**src/rtl/sar_frame_tx.sv**
```systemverilog
`timescale 1ns/1ps
module sar_frame_tx #(
  parameter int DATA_W = 12,
  parameter int LEAD_W = 4,
  localparam int FRAME_W = DATA_W + LEAD_W,
  localparam int CNT_W = $clog2(FRAME_W)
) (
  input  logic              clk,
  input  logic              rst_n,
  input  logic              start_n,
  input  logic              free_run,
  input  logic [DATA_W-1:0] result,
  output logic              sck_pull,
  output logic              sck_o,
  output logic              fs_pull,
  output logic              fs_o,
  output logic              sd_pull,
  output logic              sd_o
);

  logic               start_q;
  logic               pend;
  logic               active;
  logic               sck_r;
  logic [CNT_W-1:0]   bitcnt;
  logic [FRAME_W-1:0] shreg;

  wire fall_det = start_q & ~start_n;
  wire go       = pend | fall_det;
  wire idle_sck = free_run ? ~sck_r : 1'b1;
  wire begin_f  = ~active & go & idle_sck;
  wire last_bit = bitcnt == CNT_W'(FRAME_W - 1);

  always_ff @(posedge clk) begin
    if (!rst_n) begin
      start_q <= 1'b1;
      pend    <= 1'b0;
      active  <= 1'b0;
      sck_r   <= 1'b1;
      bitcnt  <= '0;
      shreg   <= '0;
    end else begin
      start_q <= start_n;
      if (active) begin
        sck_r <= ~sck_r;
        if (!sck_r) begin
          shreg  <= shreg << 1;
          bitcnt <= bitcnt + 1'b1;
          if (last_bit) active <= 1'b0;
        end
      end else begin
        sck_r <= idle_sck;
        if (begin_f) begin
          active <= 1'b1;
          pend   <= 1'b0;
          shreg  <= {{LEAD_W{1'b0}}, result};
          bitcnt <= '0;
        end else if (fall_det) begin
          pend <= 1'b1;
        end
      end
    end
  end

  assign sck_pull = ~sck_r;
  assign sck_o    = ~sck_pull;
  assign fs_pull  = active;
  assign fs_o     = ~fs_pull;
  assign sd_pull  = active & ~shreg[FRAME_W-1];
  assign sd_o     = ~sd_pull;

  logic [CNT_W:0] fall_cnt;
  always_ff @(posedge clk) begin
    if (!rst_n)                fall_cnt <= '0;
    else if (begin_f)          fall_cnt <= '0;
    else if (active && sck_r)  fall_cnt <= fall_cnt + 1'b1;
  end


  sd_stable_at_fall_chk: assert property (@(posedge clk) disable iff (!rst_n)
    $fell(sck_o) |-> $stable(sd_o));


  frame_len_chk: assert property (@(posedge clk) disable iff (!rst_n)
    $rose(fs_o) |-> fall_cnt == (CNT_W+1)'(FRAME_W));


  strobe_delay_chk: assert property (@(posedge clk) disable iff (!rst_n)
    pend |=> !pend && !fs_o);


  gated_idle_chk: assert property (@(posedge clk) disable iff (!rst_n)
    (!free_run && $past(!free_run) && fs_o && $past(fs_o)) |-> sck_o);


  released_idle_chk: assert property (@(posedge clk) disable iff (!rst_n)
    fs_o |-> (sd_o && !sd_pull));

endmodule

```
**config.mk**
```make
export PLATFORM = sky130hd
export DESIGN_NAME = sar_frame_tx
export DESIGN_NICKNAME = d
export VERILOG_FILES = /design/src/rtl/sar_frame_tx.sv
export SDC_FILE = /design/constraint.sdc
export NUM_CORES = 1
export LEC_CHECK = 0
export BUFFER_PORTS_ARGS = -buffer_cell sky130_fd_sc_hd__buf_4
export CAP_MARGIN = 5
export CORE_MARGIN = 2
export CORE_UTILIZATION = 40
export CTS_BUF_LIST = sky130_fd_sc_hd__clkbuf_4 sky130_fd_sc_hd__clkbuf_8
export CTS_CLUSTER_SIZE = 16
export DETAILED_ROUTE_END_ITERATION = 8
export GPL_ROUTABILITY_DRIVEN = 0
export PLACE_DENSITY_LB_ADDON = 0.05
export SLEW_MARGIN = 10
export SYNTH_ARGS = -nofsm -noshare
export SYNTH_HDL_FRONTEND = slang
export SYNTH_SLANG_ARGS = --single-unit
```
**constraint.sdc**
```tcl
create_clock -name clk -period 1.68 [get_ports clk]
set_clock_uncertainty 0.2 [all_clocks]
set_input_delay 0.084 -clock clk [delete_from_list [all_inputs] [get_ports clk]]
set_output_delay 0.084 -clock clk [all_outputs]
set_load 0.05 [all_outputs]
```
==> results.py, run 1 <==
metrics = {
    "floorplanning": {
        "core_region_area_mm2": 0.00245,
        "num_rows": 18,
        "die_area_mm2": 0.00297,
        "num_ports": 22,
        "floorplan.initialDensity_pct": 41.5,
        "die_x_um": 54.5,
        "overall_die_height_um": 54.5,
    },
    "synth": {
        "synthesis.area_mm2": 0.00102,
        "synth_async_sr_flop_share_pct": 0,
        "ys_dominant_reg_cell": "sky130_fd_sc_hd__dfxtp_1",
        "synthCells": 111,
        "ys_top_cells_by_count": "sky130_fd_sc_hd__dfxtp_1 (24), sky130_fd_sc_hd__nor2_1 (15), sky130_fd_sc_hd__a211oi_1 (11), sky130_fd_sc_hd__mux2i_1 (11), sky130_fd_sc_hd__a21oi_1 (10)",
        "yosys.area.top_type": "sky130_fd_sc_hd__dfxtp_1",
        "yosys_register_bits": 24,
        "synth_edf_count": 0,
        "netlist.area_leader.share_pct": 47.2,
        "synth_area_per_cell_um2": 9.18,
        "synthesis.yosys.warnings": 0,
        "synth_most_common_cell": "sky130_fd_sc_hd__dfxtp_1",
        "ys_top_cells_by_area": "sky130_fd_sc_hd__dfxtp_1 (47%), sky130_fd_sc_hd__mux2i_1 (11%), sky130_fd_sc_hd__a211oi_1 (8.1%), sky130_fd_sc_hd__nor2_1 (5.5%), sky130_fd_sc_hd__a21oi_1 (4.9%)",
        "sequential_area_share_after_synthesis_pct": 47.2,
        "synth_cell_types": 25,
        "synth_nets": 128,
    },
    "placement": {
        "numPortBuffers": 21,
        "post-place-ws_ps": 121,
        "dpl_hpwl_um": 1480,
    },
    "clock_tree": {
        "cts.htree.levels": 1,
        "path_clk_slew_ps": 130,
        "cts_setup_buffers": 0,
        "ctsRootBufferMaster": "sky130_fd_sc_hd__clkbuf_4",
        "clk_lat_worst_skew_ps": 310,
        "cts.path.max_buffers": 2,
        "total_clock_buffers_created_by_cts": 3,
        "tritoncts_num_sinks": 24,
        "cts_tree": "yes",
    },
    "timing": {
        "worst_slew_margin_rel_pct": 78.8,
        "hold_viol": 0,
        "final_count_of_pins_violating_max_slew": 0,
        "rsz_0062_raised_after_global_routing": "no",
        "layout_setup_ws_ps": 90.2,
        "min_period_over_period_pct": 94.6,
        "clock.fmax_mhz": 629,
        "worst_slew_pin_slew_ps": 316,
        "fin_hold_ws_ps": 262,
        "final-setup-viol-count": 0,
        "final.setup.tns_ps": 0,
        "final.min_clock_period_ps": 1590,
    },
    "final_layout": {
        "final_layout_size_suffix_gt1_share_pct": 26.5,
        "antenna_cells_inserted": 0,
        "final_nets": 169,
        "utilization_pct": 59.2,
        "area_delta_synth_final_pct": 42.6,
        "area_taken_by_flip_flops_and_latches_um2": 485,
        "multi_input_area_um2": 492,
        "final.fill_count": 223,
    },
    "worst_setup_path": {
        "maximum_fanout_count_along_the_critical_path": 16,
        "r2r_cells": 5,
        "critical-path-slowest-cell": "sky130_fd_sc_hd__dfxtp_4",
        "crit_arrival_ps": 1310,
        "critPathLaunchType": "register",
        "setup.worst_path.end_class": "output pin",
        "critical_path_depth": 4,
        "cpPeakStageDelay_ps": 460,
        "critical_path.n_buffers_inverters": 3,
        "required_time_at_the_endpoint_of_the_critical_path_ps": 1400,
        "timing.setup.critical_path_class": "register to output pin",
        "worst_path_dominant_cell_family": "flip-flops",
        "critical_path.cell_chain": "buf_8, nand2b_2, clkinvlp_4, buf_4",
    },
    "global_route": {
        "grt_max_degree": 23,
        "first_global_vias": 815,
        "track_usage_pct": 16.6,
        "globalRouteOverflowTotal": 0,
        "grt_antenna_before_repair": 0,
        "wire_length_of_the_first_global_routing_pass_um": 3550,
    },
    "worst_hold_path": {
        "worstHoldPathType": "register to register",
        "hold-path-cell-count": 2,
    },
    "routing": {
        "viasPerCell": 5.06,
        "route.antenna.remaining_nets": 0,
        "initial_drc_count": 4,
        "vias": 915,
        "detail_route.wl_per_cell_um": 11.9,
        "routed_wirelength_um": 2150,
        "detailedRoute.firstPassIterationCount": 3,
        "drc": 0,
    },
    "power_and_ir_drop": {
        "p_per_area_mw_per_mm2": 887,
        "cellLeakagePower_uw": 0.000566,
        "ir_worst_vdd_v": 0.000515,
    },
    "job": {
        "max_cap_viol_count": 0,
    },
    "status": {
        "status": "finished clean",
    },
}
==> cells by family after synthesis <==
kind of cell             count (synthesis)  synth area share (%)
AO/OA/AOI/OAI                           29                  19.9
multiplexers                            11                  10.8
adder cells (fa/ha/maj)                  1                  1.23
AND/OR/NAND/NOR                         34                  15.0
flip-flops                              24                  47.2
XOR/XNOR                                 1                 0.860
buffers and inverters                   11                  5.04
==> area by class of cell <==
class / instances / area share (%)
multi-input cells: 76 / 33.9
flip-flops and latches: 24 / 33.4
repair buffers: 42 / 25.8
well taps: 30 / 2.58
clock buffers: 4 / 2.50
inverters: 5 / 1.81
==> flip-flops by register name, summed over array words and instances, names as in the netlist <==
signal   flops
sck_o        1
start_q      1
shreg       16
pend         1
bitcnt       4
fs_pull      1
==> stage by stage <==
stage	power, uW	std cells	area [um2]
after floorplan	861	111	1030
after global placement	958	161	1240
after detailed placement	965	161	1240
after CTS	1300	181	1450
after global routing	1350	181	1450
final	1290	181	1450
==> cells in the final DEF (no fill, tap or decap), types with 3 or more instances in the layout <==
master                          synthesis  routed
sky130_fd_sc_hd__nand3_1                7       7
sky130_fd_sc_hd__mux2i_1               11      11
sky130_fd_sc_hd__buf_4                  2      24
sky130_fd_sc_hd__nor2_1                15      15
sky130_fd_sc_hd__inv_1                  5       3
sky130_fd_sc_hd__a211oi_1              11      11
sky130_fd_sc_hd__a21oi_1               10      10
sky130_fd_sc_hd__clkbuf_4               0       3
sky130_fd_sc_hd__dlygate4sd3_1          0      16
sky130_fd_sc_hd__nand2_1                5       5
sky130_fd_sc_hd__dfxtp_1               24      22
==> power by group <==
part	switching, uW	total (uW)	leakage (uW)	internal (uW)
Clock	173	305	0.0000210	132
Sequential	35.7	651	0.000197	615
Combinational	174	333	0.000348	159
Total	382	1290	0.000566	907
==> worst min-delay path: cells and delay by family (launching register included) <==
| kind | cells | cell delay, ps |
|---|---|---|
| simple gates | 1 | 50 |
| flops | 1 | 330 |
| compound gates | 1 | 50 |
==> worst paths after layout <==
kind	start	endpoint	slack, ps
worst min-delay path	shreg[15]	shreg[15]	260
worst max-delay path	fs_pull	sd_pull	90
worst max register to register	fs_pull	shreg[2]	140
worst min register to register	shreg[15]	shreg[15]	260
==> repair_timing <==
action                                  CTS  global route
hold endpoints to repair                 22             0
hold buffers                             16             0
resized for setup                         2             2
endpoints found under the setup margin    3            14
==> per-layer routing <==
| layer | wire length, um | share of wire (%) | vias to the layer above | global-route usage [%] |
|---|---|---|---|---|
| met3 | 53 | 2.5 | 4 | 2.46 |
| met2 | 1050 | 49 | 13 | 25.9 |
| met1 | 1020 | 48 | 425 | 21.6 |
| li1 | - | - | 473 | - |
| met5 | 0 | 0 | - | 0 |
| met4 | 29 | 1.3 | 0 | 10.0 |
No activity file was read; power rests on OpenSTA's default activity.
==> inputs of run 2 (changes only) <==
--- a/config.mk
+++ b/config.mk
@@ -5,13 +5,12 @@
 export SDC_FILE = /design/constraint.sdc
 export NUM_CORES = 1
 export LEC_CHECK = 0
-export BUFFER_PORTS_ARGS = -buffer_cell sky130_fd_sc_hd__buf_4
-export CAP_MARGIN = 5
 export CORE_MARGIN = 2
 export CORE_UTILIZATION = 40
 export CTS_BUF_LIST = sky130_fd_sc_hd__clkbuf_4 sky130_fd_sc_hd__clkbuf_8
 export CTS_CLUSTER_SIZE = 16
 export DETAILED_ROUTE_END_ITERATION = 8
+export DONT_BUFFER_PORTS = 1
 export GPL_ROUTABILITY_DRIVEN = 0
 export PLACE_DENSITY_LB_ADDON = 0.05
 export SLEW_MARGIN = 10
==> run 2 against run 1 <==
Against the previous run:
- sequential share of layout area is 2.6 points higher
- first-iteration DRC count grew to 2.8 times the previous value
- via count is 6.9% lower
- worst setup slack better by 7.5 ps
- power is 6.3% higher
- largest cell class unchanged
- die area stayed put
- combinational power is 8.7% lower
- critical path type unchanged
- hold slack worse by 220 ps
==> results.py, run 2 (synthesis results as in run 1) <==
metrics = {
    "status": {
        "status": "finished clean",
    },
    "final_layout": {
        "biggestRegsByFlops": "shreg (16), bitcnt (4)",
        "area_delta_synth_final_pct": 31.6,
        "final_nets": 153,
        "most_frequent_standard_cell_in_the_layout_excluding_fill_and_tap_cells": "sky130_fd_sc_hd__dfxtp_1",
        "registers.top_by_ff_count": "shreg",
        "area_taken_by_flip_flops_and_latches_um2": 483,
        "final_cell_area_mm2": 0.00134,
        "final.fill_count": 227,
        "multi_input_area_um2": 489,
        "antenna_cells_inserted": 0,
        "utilization_pct": 54.6,
        "layout_common_cells": "sky130_fd_sc_hd__dfxtp_1 (22), sky130_fd_sc_hd__dlygate4sd3_1 (16), sky130_fd_sc_hd__nor2_1 (15)",
        "final_layout_size_suffix_gt1_share_pct": 17.0,
        "largest_register_ffs": 16,
    },
    "timing": {
        "final.min_clock_period_ps": 1580,
        "min_period_over_period_pct": 94.2,
        "final-setup-viol-count": 0,
        "clock.fmax_mhz": 632,
        "hold_viol": 0,
        "final.setup.tns_ps": 0,
        "worst_slew_pin_slew_ps": 664,
        "worst_slew_margin_rel_pct": 55.7,
        "rsz_0062_raised_after_global_routing": "no",
        "final_count_of_pins_violating_max_slew": 0,
    },
    "global_route": {
        "grt_antenna_before_repair": 0,
        "wire_length_of_the_first_global_routing_pass_um": 3480,
        "track_usage_pct": 16.2,
        "grt_max_degree": 23,
        "first_global_vias": 776,
        "globalRouteOverflowTotal": 0,
    },
    "power_and_ir_drop": {
        "intPower_uw": 990,
        "cellLeakagePower_uw": 0.000493,
        "total_switching_power_uw": 380,
        "clkPwrFrac_pct": 30.5,
        "sequentialPowerShare_pct": 47.3,
        "p_per_area_mw_per_mm2": 1020,
        "switching_share_pct": 27.8,
        "p_comb_share_pct": 22.2,
        "ir_worst_vdd_v": 0.000668,
    },
    "clock_tree": {
        "total_clock_buffers_created_by_cts": 3,
        "cts_tree": "yes",
        "ctsRootBufferMaster": "sky130_fd_sc_hd__clkbuf_4",
        "path_clk_slew_ps": 140,
        "tritoncts_num_sinks": 24,
        "cts.path.max_buffers": 2,
        "clk_lat_worst_skew_ps": 310,
        "cts.htree.levels": 1,
    },
    "floorplanning": {
        "die_x_um": 54.5,
        "floorplan.initialDensity_pct": 41.5,
        "die_area_mm2": 0.00297,
        "overall_die_height_um": 54.5,
        "core_region_area_mm2": 0.00245,
        "num_ports": 22,
        "num_rows": 18,
    },
    "worst_hold_path": {
        "worstHoldPathType": "input port to register",
        "holdCritStartpoint": "rst_n",
    },
    "worst_setup_path": {
        "critPathLaunchType": "register",
        "setup.worst_path.end_class": "output pin",
        "maximum_fanout_count_along_the_critical_path": 17,
        "worst_setup_path_startpoint": "fs_pull",
        "critical-path-slowest-cell": "sky130_fd_sc_hd__dfxtp_2",
        "timing.setup.critical_path_class": "register to output pin",
        "required_time_at_the_endpoint_of_the_critical_path_ps": 1400,
        "crit_arrival_ps": 1300,
        "crit-reg2reg-launch": "fs_pull",
        "critical_path.cell_chain": "buf_6, nand2b_2, clkinvlp_4",
        "cpPeakStageDelay_ps": 440,
    },
    "routing": {
        "routed_wirelength_um": 2090,
        "detailedRoute.firstPassIterationCount": 5,
        "initial_drc_count": 11,
        "viasPerCell": 5.16,
        "vias": 852,
        "route.antenna.remaining_nets": 0,
        "detail_route.wl_per_cell_um": 12.6,
        "drc": 0,
    },
    "placement": {
        "numPortBuffers": 0,
        "dpl-instance-area_mm2": 0.00112,
        "dpl_hpwl_um": 1390,
    },
    "job": {
        "max_cap_viol_count": 0,
    },
}
run 2: cell count changes in the layout (fill, tap and decap cells not counted), sizes merged:
cell,delta
buf,-16
bufinv,+1
clkbuf,-1
run 2: worst paths after layout:
kind	end	slack (ps)	cells past startpoint
worst min-delay path	bitcnt[0]	40	2
worst max-delay path	sd_pull	100	3
worst max register to register	shreg[9]	170	5
worst min register to register	shreg[15]	260	2
run 2: routing by layer:
metal | GRT usage (%) | vias up | routed length [um]
li1 | - | 441 | -
met1 | 20.7 | 396 | 1020
met2 | 27.3 | 13 | 993
met3 | 2.46 | 2 | 58
met4 | 6.25 | 0 | 19
met5 | 0 | - | 0
run 2: final cells by class:
class                           instances  area share, %
Clock inverter                          1           2.24
Timing Repair Buffer                   26           18.8
Inverter                                5           1.96
Multi-Input combinational cell         76           36.5
Sequential cell                        24           36.0
Tap cell                               30           2.80
Clock buffer                            3           1.68
run 2: stage by stage:
stage          hold WS [ps]  std cells  total power (uW)  setup slack [ps]
6_report               38.9        165              1370              97.7
3_5_place_dp          -39.2        145               934               204
3_3_place_gp          -39.8        145               930               218
2_1_floorplan         -43.0        111               861              4.85
5_1_grt                72.1        165              1440              15.4
4_1_cts                49.3        165              1380              13.5
run 2: power groups by stage:
| stage | Clock [uW] | Combinational (uW) | Sequential (uW) |
|---|---|---|---|
| after floorplan | 0 | 194 | 667 |
| after global placement | 0 | 272 | 658 |
| after detailed placement | 0 | 275 | 659 |
| after CTS | 428 | 305 | 647 |
| after global routing | 451 | 333 | 655 |
| final | 418 | 304 | 648 |
run 2: repair_timing:
item,in CTS,in global routing
buffers inserted,0,0
endpoints found under the setup margin,0,2
gates resized for setup,0,1
hold buffers,16,0
endpoints found under the hold margin,18,0
run 2: critical path, delay by kind of cell (launching register included):
family | cells | cell delay, ps
DFF | 1 | 440
buffers and inverters | 2 | 440
and+or+nand+nor | 1 | 100
